### src/rtl/sw_pkg.sv
package sw_pkg;
  typedef enum logic [1:0] {
    SW_IDLE  = 2'd0,
    SW_ARMED = 2'd1,
    SW_RUN   = 2'd2,
    SW_STOP  = 2'd3
  } sw_state_e;

  localparam int unsigned REG_AW = 3;

  localparam logic [REG_AW-1:0] RA_CTRL  = 3'd0;
  localparam logic [REG_AW-1:0] RA_WATCH = 3'd1;
  localparam logic [REG_AW-1:0] RA_QUAL  = 3'd2;
  localparam logic [REG_AW-1:0] RA_PRELO = 3'd3;
  localparam logic [REG_AW-1:0] RA_PREHI = 3'd4;
  localparam logic [REG_AW-1:0] RA_CNTLO = 3'd5;
  localparam logic [REG_AW-1:0] RA_CNTHI = 3'd6;

  localparam int unsigned CB_ARM  = 0;
  localparam int unsigned CB_STOP = 1;
  localparam int unsigned CB_WIDE = 2;
endpackage

### src/rtl/sw_addr_match.sv
module sw_addr_match #(
  parameter int unsigned NBUS   = 2,
  parameter int unsigned ADDR_W = 32
) (
  input  logic                   clk,
  input  logic                   rst,
  input  logic [NBUS-1:0]        bus_valid,
  input  logic [NBUS-1:0]        bus_write,
  input  logic [NBUS*ADDR_W-1:0] bus_addr,
  input  logic [ADDR_W-1:0]      watch_addr,
  input  logic                   wr_only,
  output logic                   hit_q
);
  logic [NBUS-1:0] raw_hit;

  for (genvar gi = 0; gi < NBUS; gi++) begin : g_bus
    assign raw_hit[gi] = bus_valid[gi] && (bus_write[gi] || !wr_only) &&
                         (bus_addr[gi*ADDR_W +: ADDR_W] == watch_addr);
  end

  always_ff @(posedge clk) begin
    if (rst) hit_q <= 1'b0;
    else     hit_q <= |raw_hit;
  end

  // a registered hit needs a valid access one cycle earlier
  p_hit_needs_access_r6: assert property (@(posedge clk) disable iff (rst)
    hit_q |-> $past(|bus_valid));
  // under the write-only qualifier a hit needs a write access
  p_hit_write_only_r6: assert property (@(posedge clk) disable iff (rst)
    (hit_q && $past(wr_only)) |-> $past(|(bus_valid & bus_write)));
endmodule

### src/rtl/sw_counter.sv
module sw_counter
  import sw_pkg::*;
#(
  parameter int unsigned DATA_W = 32
) (
  input  logic                  clk,
  input  logic                  rst,
  input  logic                  ctrl_wr,
  input  logic                  ctrl_arm,
  input  logic                  ctrl_stop,
  input  logic                  ctrl_wide,
  input  logic [DATA_W-1:0]     pre_lo,
  input  logic [DATA_W-1:0]     pre_hi,
  input  logic                  hit,
  output sw_state_e             state,
  output logic [2*DATA_W-1:0]   count,
  output logic                  underflow,
  output logic                  wide_mode
);
  localparam int unsigned CNT_W = 2 * DATA_W;

  always_ff @(posedge clk) begin
    if (rst) begin
      state     <= SW_IDLE;
      count     <= '0;
      underflow <= 1'b0;
      wide_mode <= 1'b0;
    end else begin
      if (state == SW_RUN) begin
        if (count != '0) count <= count - 1'b1;
        else             underflow <= 1'b1;
      end
      case (state)
        SW_RUN: begin
          if (ctrl_wr && ctrl_stop) state <= SW_STOP;
        end
        default: begin
          if (ctrl_wr && ctrl_arm) begin
            state     <= SW_ARMED;
            count     <= ctrl_wide ? {pre_hi, pre_lo} : {{DATA_W{1'b0}}, pre_lo};
            underflow <= 1'b0;
            wide_mode <= ctrl_wide;
          end else if (ctrl_wr && state == SW_ARMED) begin
            state <= SW_IDLE;
          end else if (state == SW_ARMED && hit) begin
            state <= SW_RUN;
          end
        end
      endcase
    end
  end

  // one step down per running cycle
  p_step_down_r4: assert property (@(posedge clk) disable iff (rst)
    (state == SW_RUN && count != '0) |=> (count == $past(count) - 1'b1));
  // zero holds and raises the sticky flag
  p_no_wrap_r10: assert property (@(posedge clk) disable iff (rst)
    (state == SW_RUN && count == '0) |=> (count == '0 && underflow));
  // a stopped count is frozen until re-armed
  p_frozen_r8: assert property (@(posedge clk) disable iff (rst)
    (state == SW_STOP && !(ctrl_wr && ctrl_arm)) |=> ($stable(count) && state == SW_STOP));
  // running only ends through a stop write
  p_no_restart_r9: assert property (@(posedge clk) disable iff (rst)
    (state == SW_RUN && !(ctrl_wr && ctrl_stop)) |=> (state == SW_RUN));
  // an armed hit starts the run
  p_start_r4: assert property (@(posedge clk) disable iff (rst)
    (state == SW_ARMED && hit && !ctrl_wr) |=> (state == SW_RUN));
  // idle ignores everything but an arm write
  p_idle_hold_r7: assert property (@(posedge clk) disable iff (rst)
    (state == SW_IDLE && !(ctrl_wr && ctrl_arm)) |=> (state == SW_IDLE));
  // narrow mode keeps the upper half clear
  p_narrow_r11: assert property (@(posedge clk) disable iff (rst)
    !wide_mode |-> (count[CNT_W-1:DATA_W] == '0));
endmodule

### src/rtl/sw_regs.sv
module sw_regs
  import sw_pkg::*;
#(
  parameter int unsigned ADDR_W = 32,
  parameter int unsigned DATA_W = 32
) (
  input  logic                  clk,
  input  logic                  rst,
  input  logic                  reg_wr,
  input  logic [REG_AW-1:0]     reg_addr,
  input  logic [DATA_W-1:0]     reg_wdata,
  input  sw_state_e             state,
  input  logic [2*DATA_W-1:0]   count,
  input  logic                  underflow,
  input  logic                  wide_mode,
  output logic                  ctrl_wr,
  output logic [ADDR_W-1:0]     watch_addr,
  output logic                  wr_only,
  output logic [DATA_W-1:0]     pre_lo,
  output logic [DATA_W-1:0]     pre_hi,
  output logic [DATA_W-1:0]     reg_rdata
);
  logic [DATA_W-1:0] watch_ext;
  logic [DATA_W-1:0] status_word;

  assign ctrl_wr = reg_wr && (reg_addr == RA_CTRL);

  always_ff @(posedge clk) begin
    if (rst) begin
      watch_addr <= '0;
      wr_only    <= 1'b1;
      pre_lo     <= '0;
      pre_hi     <= '0;
    end else if (reg_wr) begin
      case (reg_addr)
        RA_WATCH: watch_addr <= reg_wdata[ADDR_W-1:0];
        RA_QUAL:  wr_only    <= reg_wdata[0];
        RA_PRELO: pre_lo     <= reg_wdata;
        RA_PREHI: pre_hi     <= reg_wdata;
        default: ;
      endcase
    end
  end

  always_comb begin
    watch_ext = '0;
    watch_ext[ADDR_W-1:0] = watch_addr;
    status_word = '0;
    status_word[1:0] = state;
    status_word[2]   = underflow;
    status_word[3]   = wide_mode;
  end

  always_ff @(posedge clk) begin
    if (rst) reg_rdata <= '0;
    else begin
      case (reg_addr)
        RA_CTRL:  reg_rdata <= status_word;
        RA_WATCH: reg_rdata <= watch_ext;
        RA_QUAL:  reg_rdata <= {{(DATA_W-1){1'b0}}, wr_only};
        RA_PRELO: reg_rdata <= pre_lo;
        RA_PREHI: reg_rdata <= pre_hi;
        RA_CNTLO: reg_rdata <= count[DATA_W-1:0];
        RA_CNTHI: reg_rdata <= count[2*DATA_W-1:DATA_W];
        default:  reg_rdata <= '0;
      endcase
    end
  end

  // a preload write is visible on the following read of that register
  p_prelo_readback_r2: assert property (@(posedge clk) disable iff (rst)
    (reg_wr && reg_addr == RA_PRELO && !$past(rst)) |=> (pre_lo == $past(reg_wdata)));
endmodule

### src/rtl/dbg_stopwatch.sv
module dbg_stopwatch
  import sw_pkg::*;
#(
  parameter int unsigned NBUS   = 2,
  parameter int unsigned ADDR_W = 32,
  parameter int unsigned DATA_W = 32
) (
  input  logic                   clk,
  input  logic                   rst,
  input  logic [NBUS-1:0]        bus_valid,
  input  logic [NBUS-1:0]        bus_write,
  input  logic [NBUS*ADDR_W-1:0] bus_addr,
  input  logic                   reg_wr,
  input  logic [REG_AW-1:0]      reg_addr,
  input  logic [DATA_W-1:0]      reg_wdata,
  output logic [DATA_W-1:0]      reg_rdata
);
  localparam int unsigned CNT_W = 2 * DATA_W;

  sw_state_e          state;
  logic [CNT_W-1:0]   count;
  logic               underflow;
  logic               wide_mode;
  logic               ctrl_wr;
  logic [ADDR_W-1:0]  watch_addr;
  logic               wr_only;
  logic [DATA_W-1:0]  pre_lo;
  logic [DATA_W-1:0]  pre_hi;
  logic               hit_q;

  sw_regs #(.ADDR_W(ADDR_W), .DATA_W(DATA_W)) u_regs (
    .clk(clk), .rst(rst), .reg_wr(reg_wr), .reg_addr(reg_addr),
    .reg_wdata(reg_wdata), .state(state), .count(count),
    .underflow(underflow), .wide_mode(wide_mode), .ctrl_wr(ctrl_wr),
    .watch_addr(watch_addr), .wr_only(wr_only), .pre_lo(pre_lo),
    .pre_hi(pre_hi), .reg_rdata(reg_rdata)
  );

  sw_addr_match #(.NBUS(NBUS), .ADDR_W(ADDR_W)) u_match (
    .clk(clk), .rst(rst), .bus_valid(bus_valid), .bus_write(bus_write),
    .bus_addr(bus_addr), .watch_addr(watch_addr), .wr_only(wr_only),
    .hit_q(hit_q)
  );

  sw_counter #(.DATA_W(DATA_W)) u_cnt (
    .clk(clk), .rst(rst), .ctrl_wr(ctrl_wr),
    .ctrl_arm(reg_wdata[CB_ARM]), .ctrl_stop(reg_wdata[CB_STOP]),
    .ctrl_wide(reg_wdata[CB_WIDE]), .pre_lo(pre_lo), .pre_hi(pre_hi),
    .hit(hit_q), .state(state), .count(count), .underflow(underflow),
    .wide_mode(wide_mode)
  );
endmodule

### config.mk
export PLATFORM = sky130hd
export DESIGN_NAME = dbg_stopwatch
export DESIGN_NICKNAME = d
export VERILOG_FILES = /design/src/rtl/sw_pkg.sv /design/src/rtl/sw_addr_match.sv /design/src/rtl/sw_counter.sv /design/src/rtl/sw_regs.sv /design/src/rtl/dbg_stopwatch.sv
export SDC_FILE = /design/constraint.sdc
export NUM_CORES = 1
export LEC_CHECK = 0
export BUFFER_PORTS_ARGS = -buffer_cell sky130_fd_sc_hd__buf_4
export CAP_MARGIN = 20
export CORE_MARGIN = 10
export CORE_UTILIZATION = 45
export DETAILED_ROUTE_END_ITERATION = 10
export GPL_TIMING_DRIVEN = 0
export PLACE_DENSITY = 0.65
export SLEW_MARGIN = 20
export SYNTH_ARGS = -nofsm -noshare
export SYNTH_HDL_FRONTEND = slang
export SYNTH_SLANG_ARGS = --single-unit
export TNS_END_PERCENT = 100
### constraint.sdc
create_clock -name clk -period 3.25 [get_ports clk]
set_input_delay 0.65 -clock clk [delete_from_list [all_inputs] [get_ports clk]]
set_output_delay 0.65 -clock clk [all_outputs]
set_load 0.01 [all_outputs]
; After elaboration in Yosys (flattened, before gate mapping)
; Cells that the tools add are included.
[totals]
word_cells = 60
reg_bits = 198
in_bits = 106
[classes]
bitwise_logic = 1
mux = 15
n_eq_ne = 11
add_sub_neg = 1
reduce_logical = 22
[op_table]
columns = cell, n
row1 = 64-bit 2-to-1 mux, 5
row2 = 32-bit case mux with 7 select lines, 1
row3 = 32-bit equality test, 2
row4 = 64-bit nonzero test, 1
row5 = "64-bit by 1-bit subtractor with 64-bit output, second input constant", 1
row6 = 2-bit AND reduction, 6
row7 = 2-bit 2-to-1 mux, 5
row8 = "3-bit equality test, second input constant", 3
row9 = 1-bit logical AND, 9
row10 = "3-bit by 2-bit equality test with 1-bit output, second input constant", 2
row11 = 1-bit 2-to-1 mux, 4
row12 = 4-bit nonzero test, 1
row13 = "3-bit by 1-bit equality test with 1-bit output, second input constant", 1
row14 = 3-bit zero test, 1
row15 = "2-bit by 1-bit equality test with 1-bit output, second input constant", 1
row16 = "2-bit equality test, second input constant", 1
row17 = 1-bit logical OR, 2
row18 = "2-bit inequality test, second input constant", 1
row19 = 2-bit OR reduction, 1
row20 = 1-bit zero test, 1
row21 = 1-bit inverter, 1

; Logic depth before layout (Yosys ltp)
[depth]
ltp_word = 6
depth_mapped = 10

; Cells and area by module
; A second synthesis with hierarchy kept.
[hier_totals]
hier_cells = 1256
area_unflattened_um2 = 10381.2
[by_module_without_submodules]
columns = mod, seq_area_each_um2, cells_per_inst, instances, area_each_um2
row1 = sw_regs, 2582.5, 690, 1, 5786.8
row2 = sw_counter, 1361.3, 475, 1, 3841.2
row3 = sw_addr_match, 20.0, 91, 1, 753.2

; Worst setup path after synthesis
; OpenSTA, ideal clock, no wires.
[synth_timing]
kind = flip-flop to flip-flop
from = register u_cnt.count[0]
to = register u_cnt.count[14]
setup_slack_ns = 0.511
arrival_time_ns = 2.654
stages_incl_launch_ff = 9
synth_period_minus_slack_ns = 2.739
path_cell_list = dfxtp_1 inv_1 ha_1 or4b_2 or4_4 nor4_2 a2111oi_0 xnor2_1 a211oi_1
[synth_between]
elab_chain_cells = 5
word_cells_on_any_way = 6
[synth_lines]
columns = element, line
row1 = start: declaration, sw_counter.sv:16  ; output logic [2*DATA_W-1:0] count,
row2 = start signal: assignment, sw_counter.sv:30  ; if (count != '0) count <= count - 1'b1;
row3 = start signal: assignment, sw_counter.sv:40  ; count <= ctrl_wide ? {pre_hi, pre_lo} : {{DATA_W{1'b0}}, pre_lo};
row4 = 64-bit by 1-bit subtractor with 64-bit output / 64-bit nonzero test (equally long branches), sw_counter.sv:30
row5 = 64-bit 2-to-1 mux (*), sw_counter.sv:30
row6 = 64-bit 2-to-1 mux (*), sw_counter.sv:29  ; if (state == SW_RUN) begin
row7 = 64-bit 2-to-1 mux, sw_counter.sv:38  ; if (ctrl_wr && ctrl_arm) begin
row8 = 64-bit 2-to-1 mux (*), sw_counter.sv:33  ; case (state)
; Mark *: on every way between the ends. The rest lies on a longest branch, timed or not.
; A chain may end at the register's enable or synchronous reset.

; Final worst setup path
[layout_timing]
from = register u_cnt.count[0]
to = register u_cnt.count[3]
; Same word-level chain as after synthesis.

==> results by group <==
Synth
  – FF+latch count, synth: 198
  – Post-synthesis cell count: 1215
  – Syn Nets: 1323
  – YS warnings: 0
  – Post-synth top cells: nand2_1 (232), dfxtp_1 (198), a21oi_1 (123)
  – Most common cell in the netlist: nand2_1
  – Ys flop type: dfxtp_1
  – Multiplexer area fraction after synthesis: around 4.2%
  – Share of synthesized flip-flops with an asynchronous set or reset: 0%
  – Synth cell types: 67
  – Post-synth EDFFs: 0
  – Share of Yosys cell area claimed by the top area cell type: 39.5%
  – Synth Area in Adders: 0.249%
  – Largest area contributor in the netlist: dfxtp_1
  – Xor and xnor area share after synthesis: 8.63%
  – Synthesized area: 10000 um^2
  – Avg Cell Area, Syn: 8.27 um^2
  – Sequential area share after synthesis: between 30% and 40%
  – Area contributors post-synth: dfxtp_1 (39%), nand2_1 (8.7%), a21oi_1 (6.1%)
  – Largest family of logic cells by synthesized area: simple AND/OR/NAND/NOR gates
  – Post-synthesis compound-gate area fraction: approximately a fifth
  – Synth Area in Simple Gates: 23.1%

Routing
  – DRC viols: 0
  – ANT nets after route: 0
  – Vias after detailed routing: 10300
  – Vias per inst: 6.18
  – First-pass DRT Iterations: 9
  – Routed wire length: 41200 um
  – Avg WL per Cell: 24.8 um
  – DR iter-0 viols: 1193

STA
  – Final Max Slew Viols: 0
  – RSZ-0062 raised after global routing: no
  – Actual slew at the worst max-slew pin: ~1 ns
  – Final worst path period need: 3.24 ns
  – Worst Clk Skew: 0.0122 ns
  – Final period utilization: 99.8%
  – Final worst slack: around 0.0069 ns
  – Hold WS: 0.456 ns
  – Slew HR: 33.1%
  – Final count of hold timing violations: 0
  – # setup viols final: 0
  – Achievable Freq: 308 MHz

Global route
  – GRT Util Overall: 27.6%
  – Vias in the first global route: 9819
  – Initial antenna violation count: 0
  – First-pass GRT wire length: 60500 um
  – GRT overflow: 0
  – Largest net degree at the start of global routing: 21

Power
  – Worst IR drop on VDD: 0.000324 V
  – Total Power: just over 7 mW
  – PD cells: 592 nW/um^2
  – Static leakage: 4.57 nW

Critical path
  – Crit Path Max Fanout: 10
  – Crit start category: flop
  – Crit path arrival time: 3.59 ns
  – Worst Path Required: between 3 and 4 ns
  – WS Path Type: flop to flop
  – Setup crit end kind: flop

CTS
  – Num CTS Buffers: 17
  – H-tree levels: 4
  – Clk_lat worst skew: 0.45 ns
  – Clk sinks: around 200
  – Clk pin slew, worst setup/hold paths: roughly 0.08 ns
  – Root buf cell: clkbuf_16
  – CTS tree: built
  – Hold_buf cts: 0
  – CTS max path bufs: 2

Place
  – RD Place Congestion: 1.03
  – IO buf count: 133
  – Post-place setup slack: -0.335 ns
  – # placed instances: 1629
  – Post-DP HPWL: 31400 um

Die
  – Die area: 28700 um^2
  – Die width: 169 um
  – Site Rows: 54
  – Core Area: 21900 um^2
  – Chip height: between 150 and 200 um
  – IO Pins: 138
  – Initial Util: between 40 and 50%

Layout
  – Final core occ: 55.4%
  – Area Overhead vs Synth: 20.8%
  – Share of layout cells above drive strength 1: 18.1%
  – Non-Filler Instances: 1664
  – Antenna Cells: 0
  – Nets: approximately 1500

Worst hold path
  – Tightest Hold Check Type: input pin to flop

Job
  – Maximum Capacitance Violations: 0

Run status
  – Status: completed
cells by family (layout without fill, tap and decap cells):
family	after synthesis	after routing
AOI/OAI and AO/OA	299	299
adders and majority gates	2	2
xor gates and xnor gates	99	99
muxes	35	35
DFF	198	198
and+or+nand+nor	485	485
buffers and inverters	97	266
through the flow:
step / setup TNS, ns / cell area [um^2]
floorplan: 0 / 10000
global placement: -24.34 / 11400
detailed placement: -3.97 / 11400
CTS: 0 / 12000
global route: 0 / 12100
finish: 0 / 12100
what timing repair did:
item                       in CTS  in global routing
setup buffers                   0                  3
pin swaps                       0                  1
setup endpoints to repair      22                 43
gates resized for setup         5                 20
layout by cell type (no fill, tap or decap), drive strengths merged, types with 6 or more instances in the layout:
| master | netlist | routed |
|---|---|---|
| o31ai | 7 | 7 |
| clkbuf | 77 | 96 |
| or3 | 25 | 25 |
| nor4 | 30 | 30 |
| a22o | 29 | 29 |
| xor2 | 43 | 43 |
| nand3 | 16 | 16 |
| nand4 | 16 | 16 |
| a211oi | 32 | 32 |
| nor3 | 17 | 17 |
| nor2b | 6 | 6 |
| a2111oi | 8 | 8 |
| nand2 | 232 | 232 |
| a311oi | 16 | 16 |
| a21oi | 123 | 123 |
| nand4b | 6 | 6 |
| inv | 5 | 14 |
| mux2 | 29 | 29 |
| a222oi | 28 | 28 |
| buf | 15 | 151 |
| o21ai | 27 | 27 |
| nor2 | 89 | 89 |
| dfxtp | 198 | 198 |
| xnor2 | 56 | 56 |
| or4 | 21 | 21 |
cell type report:
type	count	area (um^2)
flip-flops and latches	198	3960
well taps	280	350
clock inverters	14	174
clock buffers	18	439
multi-input cells	920	5770
fillers	2123	9750
repair buffers	137	1030
plain buffers	92	389
inverters	5	18.8
worst max-delay path, stage by stage (launching register included):
cell and delay, ns:
dfxtp_1 0.36, inv_1 0.12, ha_1 0.14, or4b_2 0.64, or4_4 0.50, or4_4 0.51, o21ai_4 0.25, buf_6 0.20
o41ai_1 0.08, a311oi_1 0.32
worst paths after layout:
kind	end	from	slack (ns)	cells past startpoint
setup reg to reg	u_cnt.count[3]$_SDFF_PP0_	u_cnt.count[0]$_SDFF_PP0_	0.007	9
setup / recovery	u_cnt.count[3]$_SDFF_PP0_	u_cnt.count[0]$_SDFF_PP0_	0.007	9
hold / removal	u_regs.pre_lo[6]$_SDFFE_PP0P_	reg_wdata[6]	0.46	3
hold reg to reg	u_regs.pre_hi[0]$_SDFFE_PP0P_	u_regs.pre_hi[0]$_SDFFE_PP0P_	0.48	2
layer usage:
metal  GRT usage [%]  routed length, um  vias up
li1                -                  -     4720
met1            36.2              17200     4945
met2            42.0              18500      523
met3            5.12               3170      101
met4            15.2               2370        0
met5               0                  0        -
state kept, by name, summed over array words and instances, names as in the netlist:
name / count
u_cnt.count: 64
u_cnt.state: 2
u_cnt.underflow: 1
u_cnt.wide_mode: 1
u_match.hit_q: 1
u_regs.pre_hi: 32
u_regs.pre_lo: 32
u_regs.reg_rdata: 32
u_regs.watch_addr: 32
u_regs.wr_only: 1
report_power, final:
group / leakage, nW / internal [mW] / switching (mW) / total, mW
Sequential: 1.60 / 2.54 / 0.160 / 2.70
Clock: 0.301 / 1.13 / 1.10 / 2.24
Combinational: 2.67 / 0.774 / 1.48 / 2.25
(Power assumes the default switching activity.)
